$ cat config.mk
export PLATFORM = sky130hd
export DESIGN_NAME = des_iter_core
export DESIGN_NICKNAME = d
export VERILOG_FILES = /design/src/rtl/des_pkg.sv /design/src/rtl/des_sbox.sv /design/src/rtl/des_feistel.sv /design/src/rtl/des_seq_ctrl.sv /design/src/rtl/des_iter_core.sv
export SDC_FILE = /design/constraint.sdc
export NUM_CORES = 1
export LEC_CHECK = 0
export ABC_AREA = 1
export BUFFER_PORTS_ARGS = -buffer_cell sky130_fd_sc_hd__clkbuf_2
export CAP_MARGIN = 15
export CORE_ASPECT_RATIO = 1.75
export CORE_MARGIN = 1
export CORE_UTILIZATION = 40
export DETAILED_ROUTE_END_ITERATION = 8
export GPL_TIMING_DRIVEN = 0
export SYNTH_ARGS = -nofsm -noshare
export SYNTH_HDL_FRONTEND = slang
export SYNTH_SLANG_ARGS = --single-unit
$ cat constraint.sdc
create_clock -name clk -period 4.26 [get_ports clk]
set_clock_uncertainty 0.15 [all_clocks]
set_input_delay 0.852 -clock clk [delete_from_list [all_inputs] [get_ports clk]]
set_output_delay 0.852 -clock clk [all_outputs]
set_load 0.005 [all_outputs]
$ cat src/rtl/des_pkg.sv
package des_pkg;

    localparam int unsigned BLK_W  = 64;
    localparam int unsigned HALF_W = BLK_W / 2;
    localparam int unsigned RKEY_W = 48;
    localparam int unsigned N_SBOX = 8;
    localparam int unsigned GRP_W  = RKEY_W / N_SBOX;
    localparam int unsigned NIB_W  = HALF_W / N_SBOX;
    localparam int unsigned TAB_N  = 1 << GRP_W;

    typedef logic [BLK_W-1:0]  blk_t;
    typedef logic [HALF_W-1:0] half_t;
    typedef logic [RKEY_W-1:0] rkey_t;
    typedef logic [GRP_W-1:0]  grp_t;
    typedef logic [NIB_W-1:0]  nib_t;

    typedef struct packed {
        half_t lh;
        half_t rh;
    } halves_t;

    typedef enum logic [0:0] {
        PH_IDLE = 1'b0,
        PH_RUN  = 1'b1
    } phase_e;

    // Post-substitution reorder: entry i names the source bit (1-based, MSB first).
    localparam int unsigned PMAP [HALF_W] = '{
        16,  7, 20, 21, 29, 12, 28, 17,  1, 15, 23, 26,  5, 18, 31, 10,
         2,  8, 24, 14, 32, 27,  3,  9, 19, 13, 30,  6, 22, 11,  4, 25
    };

    // Substitution tables, stored row-major (row * 16 + column).
    localparam logic [3:0] SUB1 [TAB_N] = '{
        14,  4, 13,  1,  2, 15, 11,  8,  3, 10,  6, 12,  5,  9,  0,  7,
         0, 15,  7,  4, 14,  2, 13,  1, 10,  6, 12, 11,  9,  5,  3,  8,
         4,  1, 14,  8, 13,  6,  2, 11, 15, 12,  9,  7,  3, 10,  5,  0,
        15, 12,  8,  2,  4,  9,  1,  7,  5, 11,  3, 14, 10,  0,  6, 13
    };
    localparam logic [3:0] SUB2 [TAB_N] = '{
        15,  1,  8, 14,  6, 11,  3,  4,  9,  7,  2, 13, 12,  0,  5, 10,
         3, 13,  4,  7, 15,  2,  8, 14, 12,  0,  1, 10,  6,  9, 11,  5,
         0, 14,  7, 11, 10,  4, 13,  1,  5,  8, 12,  6,  9,  3,  2, 15,
        13,  8, 10,  1,  3, 15,  4,  2, 11,  6,  7, 12,  0,  5, 14,  9
    };
    localparam logic [3:0] SUB3 [TAB_N] = '{
        10,  0,  9, 14,  6,  3, 15,  5,  1, 13, 12,  7, 11,  4,  2,  8,
        13,  7,  0,  9,  3,  4,  6, 10,  2,  8,  5, 14, 12, 11, 15,  1,
        13,  6,  4,  9,  8, 15,  3,  0, 11,  1,  2, 12,  5, 10, 14,  7,
         1, 10, 13,  0,  6,  9,  8,  7,  4, 15, 14,  3, 11,  5,  2, 12
    };
    localparam logic [3:0] SUB4 [TAB_N] = '{
         7, 13, 14,  3,  0,  6,  9, 10,  1,  2,  8,  5, 11, 12,  4, 15,
        13,  8, 11,  5,  6, 15,  0,  3,  4,  7,  2, 12,  1, 10, 14,  9,
        10,  6,  9,  0, 12, 11,  7, 13, 15,  1,  3, 14,  5,  2,  8,  4,
         3, 15,  0,  6, 10,  1, 13,  8,  9,  4,  5, 11, 12,  7,  2, 14
    };
    localparam logic [3:0] SUB5 [TAB_N] = '{
         2, 12,  4,  1,  7, 10, 11,  6,  8,  5,  3, 15, 13,  0, 14,  9,
        14, 11,  2, 12,  4,  7, 13,  1,  5,  0, 15, 10,  3,  9,  8,  6,
         4,  2,  1, 11, 10, 13,  7,  8, 15,  9, 12,  5,  6,  3,  0, 14,
        11,  8, 12,  7,  1, 14,  2, 13,  6, 15,  0,  9, 10,  4,  5,  3
    };
    localparam logic [3:0] SUB6 [TAB_N] = '{
        12,  1, 10, 15,  9,  2,  6,  8,  0, 13,  3,  4, 14,  7,  5, 11,
        10, 15,  4,  2,  7, 12,  9,  5,  6,  1, 13, 14,  0, 11,  3,  8,
         9, 14, 15,  5,  2,  8, 12,  3,  7,  0,  4, 10,  1, 13, 11,  6,
         4,  3,  2, 12,  9,  5, 15, 10, 11, 14,  1,  7,  6,  0,  8, 13
    };
    localparam logic [3:0] SUB7 [TAB_N] = '{
         4, 11,  2, 14, 15,  0,  8, 13,  3, 12,  9,  7,  5, 10,  6,  1,
        13,  0, 11,  7,  4,  9,  1, 10, 14,  3,  5, 12,  2, 15,  8,  6,
         1,  4, 11, 13, 12,  3,  7, 14, 10, 15,  6,  8,  0,  5,  9,  2,
         6, 11, 13,  8,  1,  4, 10,  7,  9,  5,  0, 15, 14,  2,  3, 12
    };
    localparam logic [3:0] SUB8 [TAB_N] = '{
        13,  2,  8,  4,  6, 15, 11,  1, 10,  9,  3, 14,  5,  0, 12,  7,
         1, 15, 13,  8, 10,  3,  7,  4, 12,  5,  6, 11,  0, 14,  9,  2,
         7, 11,  4,  1,  9, 12, 14,  2,  0,  6, 10, 13, 15,  3,  5,  8,
         2,  1, 14,  7,  4, 10,  8, 13, 15, 12,  9,  0,  3,  5,  6, 11
    };

    // Source bit (1-based, MSB first) of entry-scramble output position i (0-based).
    function automatic int scr_src(input int i);
        int row;
        int col;
        row = i / 8;
        col = i % 8;
        return ((row < 4) ? (2 * row + 2) : (2 * row - 7)) + 8 * (7 - col);
    endfunction

    function automatic blk_t entry_scramble(input blk_t x);
        blk_t y;
        for (int i = 0; i < int'(BLK_W); i++) begin
            y[BLK_W-1-i] = x[BLK_W - scr_src(i)];
        end
        return y;
    endfunction

    function automatic blk_t exit_scramble(input blk_t x);
        blk_t y;
        for (int i = 0; i < int'(BLK_W); i++) begin
            y[BLK_W - scr_src(i)] = x[BLK_W-1-i];
        end
        return y;
    endfunction

    // Each 6-bit group takes 4 bits plus a wrapped neighbour on each side.
    function automatic rkey_t widen(input half_t x);
        rkey_t y;
        int    src;
        for (int g = 0; g < int'(N_SBOX); g++) begin
            for (int j = 0; j < int'(GRP_W); j++) begin
                src = 4 * g + j;
                if (src == 0)
                    src = HALF_W;
                else if (src > int'(HALF_W))
                    src = 1;
                y[RKEY_W-1-(GRP_W*g+j)] = x[HALF_W - src];
            end
        end
        return y;
    endfunction

    function automatic half_t reorder(input half_t x);
        half_t y;
        for (int i = 0; i < int'(HALF_W); i++) begin
            y[HALF_W-1-i] = x[HALF_W - PMAP[i]];
        end
        return y;
    endfunction

    // Outer bits pick the row, inner four bits pick the column.
    function automatic nib_t sub_lookup(input int box, input grp_t g);
        logic [GRP_W-1:0] idx;
        idx = {g[GRP_W-1], g[0], g[GRP_W-2:1]};
        unique case (box)
            0:       return SUB1[idx];
            1:       return SUB2[idx];
            2:       return SUB3[idx];
            3:       return SUB4[idx];
            4:       return SUB5[idx];
            5:       return SUB6[idx];
            6:       return SUB7[idx];
            default: return SUB8[idx];
        endcase
    endfunction

endpackage

$ cat src/rtl/des_sbox.sv
module des_sbox
    import des_pkg::*;
#(
    parameter int BOX = 0
) (
    input  grp_t grp,
    output nib_t nib
);
    always_comb begin
        nib = sub_lookup(BOX, grp);
    end
endmodule

$ cat src/rtl/des_feistel.sv
module des_feistel
    import des_pkg::*;
(
    input  half_t rhalf,
    input  rkey_t rkey,
    output half_t fout
);
    rkey_t mixed;
    half_t sub_cat;

    always_comb begin
        mixed = widen(rhalf) ^ rkey;
    end

    for (genvar g = 0; g < int'(N_SBOX); g++) begin : g_box
        des_sbox #(.BOX(g)) u_box (
            .grp (mixed[RKEY_W-1-GRP_W*g -: GRP_W]),
            .nib (sub_cat[HALF_W-1-NIB_W*g -: NIB_W])
        );
    end

    always_comb begin
        fout = reorder(sub_cat);
    end
endmodule

$ cat src/rtl/des_seq_ctrl.sv
module des_seq_ctrl
    import des_pkg::*;
#(
    parameter int unsigned ROUNDS = 16,
    parameter int unsigned CNT_W  = $clog2(ROUNDS)
) (
    input  logic             clk,
    input  logic             rst,
    input  logic             start_n,
    output logic             load,
    output logic             running,
    output logic             fin,
    output logic [CNT_W-1:0] cnt
);
    localparam logic [CNT_W-1:0] LAST = CNT_W'(ROUNDS - 1);

    phase_e phase;

    always_comb begin
        running = (phase == PH_RUN);
        load    = (phase == PH_IDLE) && !start_n;
        fin     = running && (cnt == LAST);
    end

    always_ff @(posedge clk) begin
        if (rst) begin
            phase <= PH_IDLE;
            cnt   <= '0;
        end else if (load) begin
            phase <= PH_RUN;
            cnt   <= '0;
        end else if (fin) begin
            phase <= PH_IDLE;
            cnt   <= '0;
        end else if (running) begin
            cnt <= cnt + 1'b1;
        end
    end
endmodule

$ cat src/rtl/des_iter_core.sv
module des_iter_core
    import des_pkg::*;
#(
    parameter int unsigned ROUNDS = 16,
    parameter int unsigned CNT_W  = $clog2(ROUNDS)
) (
    input  logic             clk,
    input  logic             rst,
    input  logic             start_n,
    input  logic             decrypt,
    input  logic [63:0]      blk_in,
    input  logic [47:0]      rkey,
    output logic [CNT_W-1:0] key_idx,
    output logic             busy,
    output logic [63:0]      blk_out,
    output logic             done
);
    localparam logic [CNT_W-1:0] TOP_IDX = CNT_W'(ROUNDS - 1);

    halves_t          st;
    halves_t          st_nxt;
    half_t            fval;
    logic             dec_q;
    logic             load;
    logic             fin;
    logic [CNT_W-1:0] cnt;

    des_seq_ctrl #(.ROUNDS(ROUNDS), .CNT_W(CNT_W)) u_ctrl (
        .clk     (clk),
        .rst     (rst),
        .start_n (start_n),
        .load    (load),
        .running (busy),
        .fin     (fin),
        .cnt     (cnt)
    );

    des_feistel u_f (
        .rhalf (st.rh),
        .rkey  (rkey),
        .fout  (fval)
    );

    always_comb begin
        st_nxt.lh = st.rh;
        st_nxt.rh = st.lh ^ fval;
        key_idx   = dec_q ? (TOP_IDX - cnt) : cnt;
    end

    always_ff @(posedge clk) begin
        if (rst) begin
            st      <= '0;
            dec_q   <= 1'b0;
            blk_out <= '0;
            done    <= 1'b0;
        end else begin
            done <= fin;
            if (load) begin
                st    <= halves_t'(entry_scramble(blk_in));
                dec_q <= decrypt;
            end else if (busy) begin
                st <= st_nxt;
            end
            if (fin) begin
                blk_out <= exit_scramble({st_nxt.rh, st_nxt.lh});
            end
        end
    end
endmodule

== After elaboration in Yosys (flattened, before gate mapping) ==
Memories as Yosys holds them, arrays and structs flattened.
Index checks and enable logic that the tools add are counted.
Word-level totals
  register bits: 135
  memory bits (read-only): 2048
  output and inout port bits: 70
  memories: 8
Memory list
  (name not given): depth 64, bits a word 4, rd ports 1, clocked after Yosys merged registers in 0, wr ports 0, RTL line des_pkg.sv:140  | 2: return SUB3[idx];
  (name not given): depth 64, bits a word 4, rd ports 1, clocked after Yosys merged registers in 0, wr ports 0, RTL line des_pkg.sv:138  | 0: return SUB1[idx];
  (name not given): depth 64, bits a word 4, rd ports 1, clocked after Yosys merged registers in 0, wr ports 0, RTL line des_pkg.sv:139  | 1: return SUB2[idx];
  (name not given): depth 64, bits a word 4, rd ports 1, clocked after Yosys merged registers in 0, wr ports 0, RTL line des_pkg.sv:145  | default: return SUB8[idx];
  (name not given): depth 64, bits a word 4, rd ports 1, clocked after Yosys merged registers in 0, wr ports 0, RTL line des_pkg.sv:143  | 5: return SUB6[idx];
  (name not given): depth 64, bits a word 4, rd ports 1, clocked after Yosys merged registers in 0, wr ports 0, RTL line des_pkg.sv:141  | 3: return SUB4[idx];
  +2 memories
Cells by class
  add/sub/neg operators: 2
  $lt $le $gt $ge: 8
  eq/ne operators: 1
  multiplexer cells: 21
  bitwise gates (word level): 11
  reduce and logical (&&, ||, !) cells: 6
Operator list (number)
  64-bit 2-to-1 mux: 2
  4-bit 2-to-1 mux: 17
  7-bit greater-or-equal comparator (second input constant): 8
  6-bit inverter with 7-bit output: 8
  48-bit XOR: 1
  32-bit XOR: 1
  4-bit by 1-bit adder with 4-bit output (second input constant): 1
  4-bit equality test (second input constant): 1
  2-bit nonzero test: 2
  4-bit subtractor (first input constant): 1
  3-bit OR reduction: 1
  1-bit logical AND: 2
  1-bit 2-to-1 mux: 2
  1-bit zero test: 1
  1-bit inverter: 1

== Depth between registers and ports, before layout ==
Gate-level depths: netlist of the first run.
  word-level depth: 8
  mapped depth: 17
  mapped depth without buffers: 17

== Hierarchy ==
Synthesis of the first run repeated with hierarchy kept, for this count alone.
Second synthesis, totals
  cells, all modules: 2070
  area total of the unflattened synthesis: 11728.7 um^2
Modules (own cells, without submodules)
  des_iter_core: times used 1, cells an instance 899, area each 5967.0 um^2, seq. area each 2602.5 um^2
  des_feistel: times used 1, cells an instance 224, area each 840.8 um^2, seq. area each 0.0 um^2
  des_sbox (u_f.g_box[5].u_box): times used 1, cells an instance 119, area each 625.6 um^2, seq. area each 0.0 um^2
  des_sbox (u_f.g_box[0].u_box): times used 1, cells an instance 122, area each 615.6 um^2, seq. area each 0.0 um^2
  des_sbox (u_f.g_box[1].u_box): times used 1, cells an instance 119, area each 604.3 um^2, seq. area each 0.0 um^2
  des_sbox (u_f.g_box[7].u_box): times used 1, cells an instance 113, area each 599.3 um^2, seq. area each 0.0 um^2
  des_sbox (u_f.g_box[4].u_box): times used 1, cells an instance 117, area each 581.8 um^2, seq. area each 0.0 um^2
  des_sbox (u_f.g_box[6].u_box): times used 1, cells an instance 110, area each 560.5 um^2, seq. area each 0.0 um^2
  des_sbox (u_f.g_box[2].u_box): times used 1, cells an instance 112, area each 551.8 um^2, seq. area each 0.0 um^2
  des_sbox (u_f.g_box[3].u_box): times used 1, cells an instance 104, area each 518.0 um^2, seq. area each 0.0 um^2
  des_seq_ctrl: times used 1, cells an instance 31, area each 264.0 um^2, seq. area each 100.1 um^2

== Worst setup path after synthesis of the first run ==
No wires, ideal clock.
  path type: input to register
  start point: input rkey[20]
  end point: register st[18] (netlist name)
  setup time: 0.134 ns
  data arrival time: 2.182 ns
  slack: 1.795 ns
  cell stages on the path: 14
  path through: inv_1 nand2_1 nand2_1 ha_1 inv_1 nand3_1 nand2_1 nand2_1 nand3_1 nand3_1 nand2_1 nand2_1 nand3_1 a21oi_1
Between the ends
  cells in the longest elaborated chain, start to end: 8
RTL lines
  from (decl): RTL line des_iter_core.sv:12  | input logic [47:0] rkey,
  48-bit XOR: RTL line des_feistel.sv:12  | mixed = widen(rhalf) ^ rkey;
  6-bit inverter with 7-bit output (implied by the code): RTL line des_pkg.sv:142  | 4: return SUB5[idx];
  memory 64 x 4 bit
  4-bit 2-to-1 mux (implied by the code) (2 in a row): RTL line des_pkg.sv:142
  32-bit XOR: RTL line des_iter_core.sv:46  | st_nxt.rh = st.lh ^ fval;
  64-bit 2-to-1 mux: RTL line des_iter_core.sv:61  | end else if (busy) begin
  64-bit 2-to-1 mux: RTL line des_iter_core.sv:58  | if (load) begin
  to (signal assigned): RTL line des_iter_core.sv:59  | st <= halves_t'(entry_scramble(blk_in));
  to (signal assigned): RTL line des_iter_core.sv:62  | st <= st_nxt;
  to (decl): RTL line des_iter_core.sv:20  | halves_t st;
Every way passes these cells. The select of a mux whose other input is x is not followed.
A chain may end at the register's enable or synchronous reset.

== Worst setup path in the final report of the first run ==
  start point: register u_ctrl.cnt[0]
  end point: register blk_out[56]
Between the ends
  cells in the longest elaborated chain, start to end: 2
RTL lines
  from (decl): RTL line des_seq_ctrl.sv:13  | output logic [CNT_W-1:0] cnt
  from (signal assigned): RTL line des_seq_ctrl.sv:36  | cnt <= cnt + 1'b1;
  4-bit equality test: RTL line des_seq_ctrl.sv:22  | fin = running && (cnt == LAST);
  1-bit logical AND: RTL line des_seq_ctrl.sv:22
  to (signal assigned): RTL line des_iter_core.sv:65  | blk_out <= exit_scramble({st_nxt.rh, st_nxt.lh});
  to (decl): RTL line des_iter_core.sv:15  | output logic [63:0] blk_out,
Every way passes these cells.

==> impl_metrics.yaml, run 1 <==
status:
  status: "complete, no violations"
timing:
  fmax_mhz: 352.4
  setup_slack_ns: 1.423
  layout_min_cycle_time_ns: 2.837
  setup_viol: 0
  period_share: 0.6661
  drv_slew: 0
  rsz0062_at_grt: "false"
  hold_viol: 0
  max_slew_margin: 0.3439
  totalNegativeSetupSlack_ns: 0
  worstMarginPinSlew_ns: 0.9841
cts:
  cts.sinks: 135
  clk_latency_ns: 0.45
  ctsHoldBuffers: 0
  cts_buffers: 17
  cts_resized: 0
  cts_setup_buffers: 0
  tritoncts: "yes"
  clk_pin_slew_worst_paths_ns: 0.07
  cts_root_buffer: "clkbuf_16"
  cts_max_level: 4
  cts_buffer_depth: 2
global_route:
  use_met1: 0.3558
  top_usage_layer: "met2"
  grt_max_degree: 17
  grt_pass1_vias: 12500
  overflow: 0
  met2_usage: 0.6167
  grtUsageTotal: 0.3369
  grt_pass1_wl_mm: 71.58
  met3_usage: 0.04916
  antenna_found_initial: 4
power_and_ir_drop:
  p_leak_uw: 0.007158
  ir_drop_mv: 0.3074
  power.density_nw_per_um2: 387.7
die:
  dieArea_um2: 28600
  die_w_um: 128.3
  std_cell_rows: 80
  dieHeight_um: 223.0
  start_util: 0.4084
  core_um2: 27330
  ios: 186
route:
  wl_mm: 47.91
  first_iter_violations: 915
  ant_nets: 0
  drc: 0
  via_count: 13280
  wire_per_inst_um: 18.97
  via_per_inst: 5.260
  drt_pass1_iterations: 6
yosys:
  yosysSeqAreaShare: 0.2422
  syn_area_per_cell_um2: 5.759
  synth_warnings: 0
  ys_ff_latch: 135
  synthDistinctLibCells: 31
  synth_cells: 1938
  syn_nets: 2117
  synth_area_um2: 11160
setup_path:
  cp_data_arrival_time_ns: 3.07
  r2r_start: "u_ctrl.cnt[0]"
  cp.required_ns: 4.49
  path_class: "register to register"
  startpoint: "u_ctrl.cnt[0]"
  endpoint_kind: "register"
  crit_fanout: 10
  crit_path_start_kind: "register"
finish:
  area_delta_synth_final_pct: 17.67
  nets: 2320
  utilization: 0.4806
  drive_gt1_frac: 0.1356
  final_cell_mix: "nand2_1, nand3_1, inv_1, clkbuf_2, dfxtp_1"
  final_common_cell: "nand2_1"
placed_design:
  place_congestion: 0.9537
  portBuffers: 184
  dp_hpwl_mm: 38.48
  place_ws_ns: 1.139
min_path:
  hold_start: "blk_out[46]"
  min_path_type: "register to register"
job:
  maxCapViolations: 0
## metal layers
metal,vias up,share of wire
li1,6563,-
met2,519,0.51
met1,6059,0.37
met5,-,0.00052
met4,4,0.062
met3,136,0.061
## critical path, stage by stage, from the launching register on
cell and delay (ns):
dfxtp_1 0.41, ha_1 0.19, nand3_1 0.09, nor2_1 0.30, nand2_1 0.25, inv_1 0.31
buf_1 0.61, nand3_1 0.32, nand2_1 0.12
## metrics by stage
step	power, uW	cells	cell area [um^2]	hold slack [ns]
final	5092	2525	13130	0.3055
after global routing	5385	2525	13130	0.3138
after CTS	5065	2523	13130	0.3056
after detailed placement	3562	2491	12540	0.2942
after global placement	3565	2491	12540	0.2901
after floorplan	2900	1938	11160	0.2979
## state kept, by name, summed over array words and instances (netlist names)
register,flops
blk_out,64
dec_q,1
done,1
st,64
u_ctrl.cnt,4
u_ctrl.running,1
## power breakdown
group	internal [uW]	leakage (uW)	switching, uW
registers	1330	0.00110	82.6
clock network	828	0.000279	697
logic	672	0.00578	1490
total	2830	0.00716	2270
## final cells by class
| type | count | area [um^2] |
|---|---|---|
| multi-input cells | 1495 | 7237 |
| inverters | 236 | 885.9 |
| diodes | 2 | 5.005 |
| clock inverters | 15 | 158.9 |
| fillers | 3046 | 14190 |
| plain buffers | 72 | 335.3 |
| well taps | 369 | 461.7 |
| clock buffers | 17 | 425.4 |
| flip-flops and latches | 135 | 2703 |
| repair buffers | 184 | 920.9 |
## synth_stat cells, drive strengths merged
cell | number | area (um^2)
o211ai | 1 | 7.510
a21oi | 41 | 220.2
nor3 | 1 | 5.000
or2 | 1 | 6.260
xor2 | 10 | 117.6
clkinv | 2 | 7.510
xnor2 | 20 | 261.5
a22oi | 17 | 127.6
o21ai | 105 | 525.5
nor3b | 1 | 7.510
dfxtp | 135 | 2703
nand3 | 381 | 1947
buf | 42 | 222.7
nor2 | 30 | 115.1
nand3b | 2 | 15.01
clkbuf | 30 | 112.6
ha | 63 | 788.3
nand2 | 821 | 3087
inv | 234 | 878.3
nand4 | 1 | 6.260
## worst paths after layout
path	to	slack [ns]	depth (start not counted)
setup / recovery	blk_out[56]	1.42	8
hold / removal	blk_out[46]	0.31	2
setup reg to reg	blk_out[56]	1.42	8
hold reg to reg	blk_out[46]	0.31	2
## kinds of logic after synthesis
| kind of cell | share of synthesized area |
|---|---|
| buf+inv | 0.1094 |
| compound gates | 0.07892 |
| fa+ha+maj | 0.07063 |
| simple gates | 0.4649 |
| flops | 0.2422 |
| xor+xnor | 0.03397 |
No activity file was read; power rests on OpenSTA's default activity.
==> run 2, diff against run 1 <==
==> constraint.sdc (replaced) <==
create_clock -name clk -period 2.8 [get_ports clk]
set_clock_uncertainty 0.15 [all_clocks]
set_input_delay 0.56 -clock clk [delete_from_list [all_inputs] [get_ports clk]]
set_output_delay 0.56 -clock clk [all_outputs]
set_load 0.005 [all_outputs]
==> impl_metrics.yaml, run 2 (synthesized netlist as in run 1, its figures left out) <==
finish:
  area_delta_synth_final_pct: 17.95
  nets: 2320
  final_cell_mix: "nand2_1, nand3_1, inv_1, clkbuf_2, dfxtp_1"
  final_common_cell: "nand2_1"
  drive_gt1_frac: 0.1407
  final_area_um2: 13160
  largestRegisters: "blk_out: 64 flops, st: 64 flops, u_ctrl.cnt: 4 flops"
min_path:
  holdPathEnd: "dec_q"
  holdPathStages: 3
  min_path_type: "primary input to register"
  hold_start: "decrypt"
route:
  drt_pass1_iterations: 5
  via_count: 13340
  ant_nets: 0
  wl_mm: 48.06
  first_iter_violations: 888
  via_per_inst: 5.284
  drc: 0
  wire_per_inst_um: 19.03
setup_path:
  crit_path_top_delay_cell: "ha_1"
  reg2reg_slack_ns: 0.14
  crit_top_cell: "nand2_1"
  endpoint_kind: "register"
  crit_fanout: 7
  cp.required_ns: 2.96
  crit_chain: "inv_1 > nand2_1 > nand2_1 > ha_1 > inv_1 > nand2_1 > nand3_1 > nand3_1 > nand3_1 > nand2_1 > nand2_1 > nand3_2 > a21oi_2"
  crit_path_start_kind: "register"
  path_class: "register to register"
  reg2reg_to: "st[28]"
  max_stage_delay_ns: 0.44
  r2r_start: "st[8]"
  cp_data_arrival_time_ns: 2.81
  worstRegToRegCells: 13
  worst_path_dominant_cell_family: "simple AND/OR/NAND/NOR gates"
  worst-path-buf-inv: 2
cts:
  cts_buffers: 17
  cts.sinks: 135
  ctsHoldBuffers: 0
  cts_setup_buffers: 0
  tritoncts: "yes"
  cts_buffer_depth: 2
  cts_root_buffer: "clkbuf_16"
  clk_latency_ns: 0.45
  cts_max_level: 4
  clk_pin_slew_worst_paths_ns: 0.07
timing:
  worstMarginPinSlew_ns: 0.9845
  whs_ns: 0.1963
  max_slew_margin: 0.3436
  hold_viol: 0
  drv_slew: 0
  rsz0062_at_grt: "false"
  layout_min_cycle_time_ns: 2.659
  period_share: 0.9498
  setup_viol: 0
  fmax_mhz: 376.0
global_route:
  overflow: 0
  antenna_found_initial: 4
  grt_pass1_vias: 12500
  grt_pass1_wl_mm: 71.58
  grtUsageTotal: 0.3369
  grt_max_degree: 17
placed_design:
  dp_hpwl_mm: 38.48
  place_congestion: 0.9537
  placed_area_um2: 12540
  portBuffers: 184
die:
  die_w_um: 128.3
  std_cell_rows: 80
  dieHeight_um: 223.0
  ios: 186
  start_util: 0.4084
  dieArea_um2: 28600
  core_um2: 27330
job:
  maxCapViolations: 0
power_and_ir_drop:
  ir_drop_mv: 0.4690
  power.density_nw_per_um2: 589.8
  p_leak_uw: 0.007172
status:
  status: "complete, no violations"
[run 2: cell types whose count changed in the layout (fill, tap and decap cells not counted), moves of 2 or more]
cell      previous run  this run
buf_1                7         4
clkbuf_2           184       187
dfxtp_1            135       131
dfxtp_2              0         4
nand2_1            819       817
nand2_2              2         4
[run 2: tightest hold or removal path: stages]
cell	delay, ns
clkbuf_2	0.08
nor2_1	0.03
nor2_1	0.09
[run 2: per-layer routing]
layer	GRT usage	routed length [um]
met1	0.3558	17680
met2	0.6167	24540
met3	0.04916	2832
met4	0.2068	2982
met5	0	30
[run 2: layout make-up]
cell class	count	area, um^2
clock inverters	15	158.9
diodes	2	5.005
multi-input cells	1495	7259
flip-flops and latches	135	2708
inverters	236	885.9
well taps	369	461.7
clock buffers	17	425.4
fillers	3049	14160
repair buffers	184	920.9
plain buffers	72	339.1
[run 2: what timing repair did]
action	4_1_cts	5_1_grt
endpoints found under the setup margin	0	35
endpoints found under the hold margin	0	0
resized for setup	0	12
[run 2: how the worst max path moves through the flow]
| stage | slack, ns | endpoint | startpoint | cells past startpoint |
|---|---|---|---|---|
| global route | 0.02 | st[12] | st[16] | 13 |
| detailed placement | -0.03 | blk_out[46] | rkey[31] | 14 |
| floorplan | 0.63 | st[18] | rkey[20] | 14 |
| CTS | 0.02 | st[28] | st[8] | 13 |
| global placement | -0.06 | st[18] | rkey[20] | 15 |
| finish | 0.14 | st[28] | st[8] | 13 |
[run 2: power by group]
group / switching [uW] / internal (uW) / leakage, uW
Sequential: 126 / 2020 / 0.00110
Clock: 1060 / 1260 / 0.000279
Combinational: 2270 / 1030 / 0.00579
[run 2: stage by stage]
step,power [uW],utilization,setup WS (ns),std cells,setup TNS [ns]
after detailed placement,5419,0.4590,-0.02912,2491,-0.05194
final,7764,0.4817,0.1405,2525,0
after global routing,8206,0.4817,0.01871,2525,0
after floorplan,4413,-,0.6267,1938,0
after CTS,7705,0.4804,0.02387,2523,0
after global placement,5424,0.4590,-0.06352,2491,-0.1296
